[config.mk]
export PLATFORM = sky130hd
export DESIGN_NAME = nand_prog_seq
export DESIGN_NICKNAME = d
export VERILOG_FILES = /design/src/rtl/nps_pkg.sv /design/src/rtl/nps_byte_pick.sv /design/src/rtl/nps_bus_engine.sv /design/src/rtl/nps_step_ctrl.sv /design/src/rtl/nand_prog_seq.sv
export SDC_FILE = /design/constraint.sdc
export NUM_CORES = 1
export LEC_CHECK = 0
export CAP_MARGIN = 25
export CELL_PAD_IN_SITES_DETAIL_PLACEMENT = 0
export CELL_PAD_IN_SITES_GLOBAL_PLACEMENT = 1
export CORE_ASPECT_RATIO = 1.4
export CORE_UTILIZATION = 45
export DETAILED_ROUTE_END_ITERATION = 6
export PLACE_DENSITY = 0.95
export SETUP_SLACK_MARGIN = 0.3
export SYNTH_ARGS = -nofsm -noshare
export SYNTH_HDL_FRONTEND = slang
export SYNTH_HIERARCHICAL = 1
export SYNTH_SLANG_ARGS = --single-unit
export TNS_END_PERCENT = 50
[constraint.sdc]
create_clock -name clk -period 6.7 [get_ports clk]
set_clock_uncertainty 0.15 [all_clocks]
set_input_delay 1.34 -clock clk [delete_from_list [all_inputs] [get_ports clk]]
set_output_delay 1.34 -clock clk [all_outputs]
set_load 0.1 [all_outputs]
[src/rtl/nps_pkg.sv]
package nps_pkg;

    localparam logic [3:0] PORT_DATA     = 4'h0;
    localparam logic [3:0] PORT_CMD      = 4'h1;
    localparam logic [3:0] PORT_ALE_SET  = 4'h2;
    localparam logic [3:0] PORT_ALE_CLR  = 4'h3;
    localparam logic [3:0] PORT_SPARE_ON = 4'h4;
    localparam logic [3:0] PORT_WP_ON    = 4'h6;
    localparam logic [3:0] PORT_WP_OFF   = 4'h7;
    localparam logic [3:0] PORT_CE_ON    = 4'h8;
    localparam logic [3:0] PORT_CE_OFF   = 4'h9;

    localparam logic [7:0] OP_LOAD   = 8'h80;
    localparam logic [7:0] OP_PROG   = 8'h10;
    localparam logic [7:0] OP_STATUS = 8'h70;

    localparam int READY_BIT = 6;
    localparam int FAIL_BIT  = 0;

    typedef enum logic [1:0] {
        PH_IDLE,
        PH_ACT,
        PH_RECOV
    } phase_e;

    typedef enum logic [4:0] {
        ST_IDLE,
        ST_CE_ON,
        ST_ALE_CLR_A,
        ST_SPARE_ON,
        ST_WP_OFF,
        ST_CMD_LOAD,
        ST_ALE_SET,
        ST_ADDR_0,
        ST_ADDR_1,
        ST_ADDR_2,
        ST_ALE_CLR_B,
        ST_DATA,
        ST_CMD_PROG,
        ST_CMD_STAT,
        ST_POLL,
        ST_WP_ON,
        ST_STAT_FINAL,
        ST_CE_OFF,
        ST_DONE
    } step_e;

    typedef struct packed {
        logic       valid;
        logic [3:0] port;
        logic [7:0] data;
        logic       is_rd;
        logic       is_cmd;
    } bus_req_t;

endpackage

[src/rtl/nps_byte_pick.sv]
module nps_byte_pick #(
    parameter int WORD_W = 32,
    parameter int LANE_W = 8,
    localparam int LANES = WORD_W / LANE_W,
    localparam int SEL_W = $clog2(LANES)
) (
    input  logic [WORD_W-1:0] word,
    input  logic [SEL_W-1:0]  sel,
    output logic [LANE_W-1:0] lane
);

    logic [LANE_W-1:0] lanes [LANES];

    for (genvar g = 0; g < LANES; g++) begin : g_lane
        assign lanes[g] = word[g*LANE_W +: LANE_W];
    end

    assign lane = lanes[sel];

endmodule

[src/rtl/nps_bus_engine.sv]
module nps_bus_engine
    import nps_pkg::*;
#(
    parameter int CNT_W = 8,
    parameter int MIN_STROBE = 3
) (
    input  logic             clk,
    input  logic             rst_n,
    input  bus_req_t         req,
    input  logic [CNT_W-1:0] cfg_strobe_len,
    input  logic [CNT_W-1:0] cfg_recov_len,
    output logic             ack,
    output logic [7:0]       rdata,
    output logic             bus_cs_n,
    output logic             bus_wr_n,
    output logic             bus_rd_n,
    output logic [3:0]       bus_port,
    output logic [7:0]       bus_wdata,
    input  logic [7:0]       bus_rdata,
    output logic             bus_cmd_lat_n
);

    typedef struct packed {
        phase_e           phase;
        logic [CNT_W-1:0] cnt;
        logic [CNT_W-1:0] len;
        logic [CNT_W-1:0] rec;
        logic [3:0]       port;
        logic [7:0]       wdata;
        logic             is_rd;
        logic             is_cmd;
        logic [7:0]       rdata;
    } eng_t;

    eng_t e_d, e_q;

    always_comb begin
        e_d = e_q;
        ack = 1'b0;
        case (e_q.phase)
            PH_IDLE: begin
                if (req.valid) begin
                    e_d.phase  = PH_ACT;
                    e_d.cnt    = '0;
                    e_d.port   = req.port;
                    e_d.wdata  = req.data;
                    e_d.is_rd  = req.is_rd;
                    e_d.is_cmd = req.is_cmd;
                    e_d.len    = (cfg_strobe_len < CNT_W'(MIN_STROBE)) ? CNT_W'(MIN_STROBE)
                                                                       : cfg_strobe_len;
                    e_d.rec    = (cfg_recov_len == '0) ? CNT_W'(1) : cfg_recov_len;
                end
            end
            PH_ACT: begin
                if (e_q.cnt == e_q.len - CNT_W'(1)) begin
                    e_d.phase = PH_RECOV;
                    e_d.cnt   = '0;
                    if (e_q.is_rd) begin
                        e_d.rdata = bus_rdata;
                    end
                end else begin
                    e_d.cnt = e_q.cnt + CNT_W'(1);
                end
            end
            PH_RECOV: begin
                if (e_q.cnt == e_q.rec - CNT_W'(1)) begin
                    ack       = 1'b1;
                    e_d.phase = PH_IDLE;
                    e_d.cnt   = '0;
                end else begin
                    e_d.cnt = e_q.cnt + CNT_W'(1);
                end
            end
            default: e_d.phase = PH_IDLE;
        endcase
    end

    always_ff @(posedge clk or negedge rst_n) begin
        if (!rst_n) begin
            e_q <= '{phase: PH_IDLE, default: '0};
        end else begin
            e_q <= e_d;
        end
    end

    logic active;
    assign active        = (e_q.phase == PH_ACT);
    assign bus_cs_n      = !active;
    assign bus_wr_n      = !(active && !e_q.is_rd);
    assign bus_rd_n      = !(active && e_q.is_rd);
    assign bus_port      = e_q.port;
    assign bus_wdata     = e_q.wdata;
    assign rdata         = e_q.rdata;
    assign bus_cmd_lat_n = !(active && e_q.is_cmd && (e_q.cnt >= CNT_W'(1))
                             && (e_q.cnt <= e_q.len - CNT_W'(2)));

    AST_CMDLAT_IN_STROBE: assert property (@(posedge clk) disable iff (!rst_n)
        !bus_cmd_lat_n |-> (!bus_wr_n && !bus_cs_n));
    AST_CMDLAT_AFTER_STROBE: assert property (@(posedge clk) disable iff (!rst_n)
        $fell(bus_cmd_lat_n) |-> $past(!bus_wr_n));
    AST_CMDLAT_BEFORE_RELEASE: assert property (@(posedge clk) disable iff (!rst_n)
        $rose(bus_wr_n) |-> $past(bus_cmd_lat_n));
    AST_REQ_ONLY_IDLE: assert property (@(posedge clk) disable iff (!rst_n)
        req.valid |-> (e_q.phase == PH_IDLE));
    AST_ONE_STROBE: assert property (@(posedge clk) disable iff (!rst_n)
        $onehot0({!bus_wr_n, !bus_rd_n}));

endmodule

[src/rtl/nps_step_ctrl.sv]
module nps_step_ctrl
    import nps_pkg::*;
#(
    parameter int ADDR_W = 24,
    parameter int PAGE_BYTES = 32,
    parameter int POLL_W = 16,
    localparam int BYTE_W = $clog2(PAGE_BYTES),
    localparam int IDX_W = BYTE_W - 2
) (
    input  logic              clk,
    input  logic              rst_n,
    input  logic              start,
    input  logic [ADDR_W-1:0] dest_addr,
    input  logic [POLL_W-1:0] cfg_poll_limit,
    input  logic [7:0]        data_byte,
    output logic [IDX_W-1:0]  buf_idx,
    output logic [1:0]        lane_sel,
    output bus_req_t          req,
    input  logic              ack,
    input  logic [7:0]        rdata,
    output logic              done,
    output logic              fail
);

    typedef struct packed {
        step_e             step;
        logic              wait_ack;
        logic [BYTE_W-1:0] byte_cnt;
        logic [POLL_W-1:0] poll_cnt;
        logic [ADDR_W-1:0] addr;
        logic              fail;
        logic              tmo;
    } seq_t;

    seq_t s_d, s_q;

    bus_req_t cyc;
    logic     is_bus_step;
    logic [POLL_W:0] poll_next;
    logic [POLL_W:0] poll_lim_eff;

    assign poll_next    = {1'b0, s_q.poll_cnt} + (POLL_W+1)'(1);
    assign poll_lim_eff = (cfg_poll_limit == '0) ? (POLL_W+1)'(1) : {1'b0, cfg_poll_limit};

    // Bus cycle described by the current step
    always_comb begin
        cyc         = '0;
        is_bus_step = 1'b1;
        case (s_q.step)
            ST_CE_ON:      cyc.port = PORT_CE_ON;
            ST_ALE_CLR_A:  cyc.port = PORT_ALE_CLR;
            ST_SPARE_ON:   cyc.port = PORT_SPARE_ON;
            ST_WP_OFF:     cyc.port = PORT_WP_OFF;
            ST_CMD_LOAD:   begin cyc.port = PORT_CMD; cyc.data = OP_LOAD;   cyc.is_cmd = 1'b1; end
            ST_ALE_SET:    cyc.port = PORT_ALE_SET;
            ST_ADDR_0:     begin cyc.port = PORT_DATA; cyc.data = s_q.addr[7:0]; end
            ST_ADDR_1:     begin cyc.port = PORT_DATA; cyc.data = s_q.addr[16:9]; end
            ST_ADDR_2:     begin cyc.port = PORT_DATA; cyc.data = {1'b0, s_q.addr[23:17]}; end
            ST_ALE_CLR_B:  cyc.port = PORT_ALE_CLR;
            ST_DATA:       begin cyc.port = PORT_DATA; cyc.data = data_byte; end
            ST_CMD_PROG:   begin cyc.port = PORT_CMD; cyc.data = OP_PROG;   cyc.is_cmd = 1'b1; end
            ST_CMD_STAT:   begin cyc.port = PORT_CMD; cyc.data = OP_STATUS; cyc.is_cmd = 1'b1; end
            ST_POLL:       begin cyc.port = PORT_DATA; cyc.is_rd = 1'b1; end
            ST_WP_ON:      cyc.port = PORT_WP_ON;
            ST_STAT_FINAL: begin cyc.port = PORT_DATA; cyc.is_rd = 1'b1; end
            ST_CE_OFF:     cyc.port = PORT_CE_OFF;
            default:       is_bus_step = 1'b0;
        endcase
    end

    always_comb begin
        s_d       = s_q;
        req       = cyc;
        req.valid = 1'b0;
        if (s_q.step == ST_IDLE) begin
            if (start) begin
                s_d.step     = ST_CE_ON;
                s_d.wait_ack = 1'b0;
                s_d.byte_cnt = '0;
                s_d.poll_cnt = '0;
                s_d.addr     = dest_addr;
                s_d.fail     = 1'b0;
                s_d.tmo      = 1'b0;
            end
        end else if (s_q.step == ST_DONE) begin
            s_d.step = ST_IDLE;
        end else if (is_bus_step) begin
            if (!s_q.wait_ack) begin
                req.valid    = 1'b1;
                s_d.wait_ack = 1'b1;
            end else if (ack) begin
                s_d.wait_ack = 1'b0;
                case (s_q.step)
                    ST_DATA: begin
                        if (s_q.byte_cnt == BYTE_W'(PAGE_BYTES - 1)) begin
                            s_d.step = ST_CMD_PROG;
                        end else begin
                            s_d.byte_cnt = s_q.byte_cnt + BYTE_W'(1);
                        end
                    end
                    ST_POLL: begin
                        if (rdata[READY_BIT]) begin
                            s_d.step = ST_WP_ON;
                        end else if (poll_next >= poll_lim_eff) begin
                            s_d.tmo  = 1'b1;
                            s_d.fail = 1'b1;
                            s_d.step = ST_WP_ON;
                        end else begin
                            s_d.poll_cnt = poll_next[POLL_W-1:0];
                        end
                    end
                    ST_STAT_FINAL: begin
                        s_d.fail = s_q.tmo | rdata[FAIL_BIT];
                        s_d.step = ST_CE_OFF;
                    end
                    default: s_d.step = step_e'(s_q.step + 5'd1);
                endcase
            end
        end else begin
            s_d.step = ST_IDLE;
        end
    end

    always_ff @(posedge clk or negedge rst_n) begin
        if (!rst_n) begin
            s_q <= '{step: ST_IDLE, default: '0};
        end else begin
            s_q <= s_d;
        end
    end

    assign buf_idx  = s_q.byte_cnt[BYTE_W-1:2];
    assign lane_sel = s_q.byte_cnt[1:0];
    assign done     = (s_q.step == ST_DONE);
    assign fail     = s_q.fail;

    AST_DONE_SINGLE: assert property (@(posedge clk) disable iff (!rst_n)
        done |=> !done);
    AST_START_IGNORED: assert property (@(posedge clk) disable iff (!rst_n)
        (start && s_q.step != ST_IDLE) |=> $stable(s_q.addr));
    AST_POLL_BOUND: assert property (@(posedge clk) disable iff (!rst_n)
        (s_q.step == ST_POLL) |-> ({1'b0, s_q.poll_cnt} < poll_lim_eff));
    AST_IDLE_NO_REQ: assert property (@(posedge clk) disable iff (!rst_n)
        (s_q.step == ST_IDLE) |-> !req.valid);

endmodule

[src/rtl/nand_prog_seq.sv]
module nand_prog_seq
    import nps_pkg::*;
#(
    parameter int ADDR_W = 24,
    parameter int PAGE_BYTES = 32,
    parameter int CNT_W = 8,
    parameter int POLL_W = 16,
    localparam int IDX_W = $clog2(PAGE_BYTES) - 2
) (
    input  logic              clk,
    input  logic              rst_n,
    input  logic              start,
    input  logic [ADDR_W-1:0] dest_addr,
    input  logic [CNT_W-1:0]  cfg_strobe_len,
    input  logic [CNT_W-1:0]  cfg_recov_len,
    input  logic [POLL_W-1:0] cfg_poll_limit,
    output logic [IDX_W-1:0]  buf_idx,
    input  logic [31:0]       buf_word,
    output logic              bus_cs_n,
    output logic              bus_wr_n,
    output logic              bus_rd_n,
    output logic [3:0]        bus_port,
    output logic [7:0]        bus_wdata,
    input  logic [7:0]        bus_rdata,
    output logic              bus_cmd_lat_n,
    output logic              done,
    output logic              fail
);

    bus_req_t   req;
    logic       ack;
    logic [7:0] rdata;
    logic [1:0] lane_sel;
    logic [7:0] data_byte;

    nps_byte_pick #(.WORD_W(32), .LANE_W(8)) u_pick (
        .word (buf_word),
        .sel  (lane_sel),
        .lane (data_byte)
    );

    nps_step_ctrl #(
        .ADDR_W     (ADDR_W),
        .PAGE_BYTES (PAGE_BYTES),
        .POLL_W     (POLL_W)
    ) u_ctrl (
        .clk            (clk),
        .rst_n          (rst_n),
        .start          (start),
        .dest_addr      (dest_addr),
        .cfg_poll_limit (cfg_poll_limit),
        .data_byte      (data_byte),
        .buf_idx        (buf_idx),
        .lane_sel       (lane_sel),
        .req            (req),
        .ack            (ack),
        .rdata          (rdata),
        .done           (done),
        .fail           (fail)
    );

    nps_bus_engine #(.CNT_W(CNT_W)) u_eng (
        .clk            (clk),
        .rst_n          (rst_n),
        .req            (req),
        .cfg_strobe_len (cfg_strobe_len),
        .cfg_recov_len  (cfg_recov_len),
        .ack            (ack),
        .rdata          (rdata),
        .bus_cs_n       (bus_cs_n),
        .bus_wr_n       (bus_wr_n),
        .bus_rd_n       (bus_rd_n),
        .bus_port       (bus_port),
        .bus_wdata      (bus_wdata),
        .bus_rdata      (bus_rdata),
        .bus_cmd_lat_n  (bus_cmd_lat_n)
    );

endmodule

==> Yosys cells after proc, flatten, opt, wreduce, memory -nomap -nowiden <==
Index checks and enable logic that the tools add are counted.
Widths: inputs -> output; s select.
{ "totals": {"mem_bits_rw": 0, "romBits": 0, "input_bits": 99, "ff_bits": 100, "word_cells": 156, "n_memories": 0, "latch_bits": 0, "out_inout_bits": 21} }
{ "classes": {"mul": 0, "eq_ne": 37, "n_reduce_logical": 37, "n_addsub": 7, "order_cmp": 5, "bitwise": 2, "mux": 52, "div": 0, "shifts": 0} }
{ "op_table": {"columns": ["op", "n"], "rows": [
  ["$mux 16", 4],
  ["$pmux 8 s7", 1],
  ["$mux 27", 2],
  ["$mux 53", 1],
  ["$mux 8", 6],
  ["$mux 22", 2],
  ["$eq 5x4->1 const B", 8],
  ["$mux 40", 1],
  ["$mux 5", 8],
  ["$pmux 4 s8", 1],
  ["$pmux 8 s3", 1],
  ["$reduce_and 8->1", 3],
  ["$mux 21", 1],
  ["$eq 5x3->1 const B", 4],
  ["$eq 5x5->1 const B", 4],
  ["$mux 2", 9],
  ["$add 16x1->17 const B", 1],
  ["$ge 17x17->1", 1],
  ["$reduce_or 17->1", 1],
  ["$bmux 8 s2", 1],
  ["$eq 8x8->1", 2],
  ["$logic_not 16->1", 1],
  ["$sub 8x1->8 const B", 2],
  ["$pmux 5 s3", 1],
  ["37 further kinds", 74]
]} }

==> Depth between registers and ports, before layout <==
{ "depth": {"depth_word": 11, "mapped_depth": 14, "mapped_depth_nobuf": 13} }

==> Hierarchy <==
Netlist, hierarchy kept.
{ "modules_own_cells": {"columns": ["mod", "cells_per_inst", "instances", "area_each_um2"], "rows": [
  ["nps_step_ctrl", 426, 1, 3649.8],
  ["nps_bus_engine", 278, 1, 3016.6],
  ["nps_byte_pick", 10, 1, 196.4]
]} }

==> Worst setup path before layout <==
Ideal clock, no wire load.
{ "synth_timing": {"path_kind": "register to output", "start": "register u_eng/e_q[31] (netlist bit)", "end": "output bus_cmd_lat_n", "path_stages_with_launch": 13, "required_ns": 5.210, "t_arrival_ns": 3.065, "path_slack_ns": 2.145, "path_buffers": 1, "path_cell_list": "dfrtp_1 inv_1 ha_1 or3b_1 clkbuf_1 xor2_1 ha_1 a21o_1 a21o_1 a21oi_1 o21ai_0 o21ai_0 nand4_1"} }
{ "synth_between": {"elab_chain_len": 4} }
{ "synth_rtl": {"columns": ["item", "line_no", "rtl"], "rows": [
  ["from (decl)", "nps_bus_engine.sv:35", "eng_t e_d, e_q;"],
  ["from (signal assigned)", "nps_bus_engine.sv:80", "e_q <= '{phase: PH_IDLE, default: '0};"],
  ["from (signal assigned)", "nps_bus_engine.sv:82", "e_q <= e_d;"],
  ["$sub 8x2->8", "nps_bus_engine.sv:95", "&& (e_q.cnt <= e_q.len - CNT_W'(2)));"],
  ["$le 8x8->1", "nps_bus_engine.sv:95", null],
  ["$logic_and 1x1->1", "nps_bus_engine.sv:95", null],
  ["$logic_not 1->1", "nps_bus_engine.sv:94", "assign bus_cmd_lat_n = !(active && e_q.is_cmd && (e_q.cnt >= CNT_W'(1))"],
  ["to (decl)", "nand_prog_seq.sv:25", "output logic bus_cmd_lat_n,"]
]} }
Every way passes these cells.

==> Worst setup path after layout <==
{ "layout_timing": {"start": "register u_eng/e_q[32] (netlist bit)", "end": "output bus_cmd_lat_n"} }
Same word-level chain as after synthesis.

==> metrics <==
status=completed; Pleak=3.49 nW; Die Width=104 microns; CTS max path bufs=2; H-tree Lvls=3; Post-CTS Resized=0; Worst Tran Pin Value=1.01 ns; Worst Setup End Kind=primary output; Reg2Reg Setup Slack=2.55 ns; clock sink total=94; final slew viol count=0; Mapped Area=6600 sq um; FP Rows=52; port bufs=112; number of setup buffers added after CTS=0; CP startpoint=u_eng/e_q[32]; crit-path max FO=6; die span in y=145 microns; Root Buffer=clkbuf_16; Pwr Density=157 nW/um^2; Starting Density=45.9%; Req. time, crit path=5.21 ns; Tot GR Track Use=22.5%; Worst Path Arrival=3.77 ns; ANT cells=0; Mean Syn Cell Area=9.48 sq um; Setup violations, final=0; DP Cell Count=949; Worst Setup Start Kind=register; cell count after synthesis=696; Num CTS Buffers=9; vias=5529; f_max=190 MHz; kind of critical path=reg -> out; later-pin clock latency in the skew report=0.35 ns; period utilization=78.6%; first-pass GRT wire length=27.5 mm; placed inst area=7640 sq um; DRC viols=0; Max-Cap Viols=0; DRT Wirelength=16.6 mm; Slew HR=32.4%; gr ovfl total=0; clock slew at reported path FFs=0.07 ns; vias per cell=5.72; Hold Startpoint=u_ctrl/s_q[6]; Core ar.=14400 sq um; RePlAce Congestion=0.876; vias in the first global route=5712; # hold bufs at CTS=0; setup tns final=0 ns; DP Wirelength=12.6 mm; # IOs=120; final layout net count=912; syn_nets=836; wire per inst=17.2 microns; largest net degree at the start of global routing=54; ANT nets after route=0; Finished Layout Cells=966; design area=7990 sq um; fraction of layout cells with a size suffix above 1=11.1%; initial antenna violation count=0; Initial DRC Count=290; Period minus WS final=5.26 ns; hold_ws=0.328 ns; Die Footprint=15200 sq um; CTS tree=done; worst vdd ir=0.0951 mV; FF-to-FF Start=u_eng/e_q[22]; Worst Hold Class=reg -> reg; RSZ-0062 raised after global routing=no; Detailed Routing Iterations Pass 1=5; Layout area overhead=21.1%; Synthesis Warnings=6; Fin. Hold Viols=0
[metrics by stage]
| stage | util [%] | setup WS (ns) | power (mW) |
|---|---|---|---|
| after floorplan | - | 2.14 | 0.628 |
| after global placement | 53.1 | 1.84 | 0.701 |
| after detailed placement | 53.2 | 1.78 | 0.706 |
| after global routing | 55.6 | 1.21 | 1.29 |
| after CTS | 55.4 | 1.39 | 1.26 |
| final | 55.6 | 1.44 | 1.25 |
[registers in the layout (all words and copies together), names as in the netlist]
signal           flops
u_eng/bus_wdata      8
u_eng/rdata          2
u_eng/e_q           28
u_ctrl/buf_idx       3
u_ctrl/s_q          46
u_eng/bus_port       4
u_ctrl/fail          1
u_ctrl/lane_sel      2
[path summary, 6_finish.rpt]
path	endpoint	cells after the start
max	bus_cmd_lat_n	11
min	u_ctrl/s_q[6]	2
max reg2reg	u_ctrl/s_q[26]	12
min reg2reg	u_ctrl/s_q[6]	2
max in group asynchronous	u_eng/e_q[40]	2
min in group asynchronous	u_ctrl/s_q[2]	1
[layout by cell type, fill, tap and decap left out, types with 5 or more instances in the layout]
cell               n
nand2_1          113
clkdlybuf4s50_1  111
dfrtp_1           94
ha_1              41
inv_1             32
xnor2_1           30
nor2_1            29
mux2_2            29
nand3_1           27
a21oi_1           24
nor3_1            18
o21ai_0           17
xor2_1            12
a22o_1            11
a211oi_1          10
clkbuf_16          9
nor4_1             9
nand4_1            9
nand2b_1           9
a22oi_1            9
a21o_1             9
mux4_2             8
and3_1             5
nor2b_1            5
[power by group]
group	leakage [nW]	internal (mW)	switching, mW
sequential	1.19	0.572	0.00884
clock	0.160	0.329	0.228
combinational	2.14	0.0710	0.0418
[worst max-delay path: stages, from the launching register on]
cell,delay [ns]
dfrtp_1,0.46
inv_1,0.08
ha_1,0.19
or3b_1,0.45
nor3_1,0.23
xnor2_1,0.12
ha_1,0.29
nand4_1,0.10
o21ai_0,0.16
o21ai_0,0.10
nand4_1,0.10
clkdlybuf4s50_1,1.14
[area by class of cell]
| class | instances | area, sq um |
|---|---|---|
| Clock buffer | 9 | 225 |
| Tap cell | 189 | 236 |
| Multi-Input combinational cell | 518 | 3800 |
| Sequential cell | 94 | 2350 |
| Fill cell | 1276 | 6380 |
| Timing Repair Buffer | 115 | 1160 |
| Inverter | 34 | 128 |
| Clock inverter | 7 | 96.3 |
[layer usage]
layer	up-vias	global-route usage, %	share of wire (%)
met3	33	2.61	3.2
li1	2638	-	-
met4	0	8.93	2.4
met5	-	0	0
met1	2698	25.1	39
met2	160	42.8	55
Note: power is estimated with default switching activity, not from simulation.
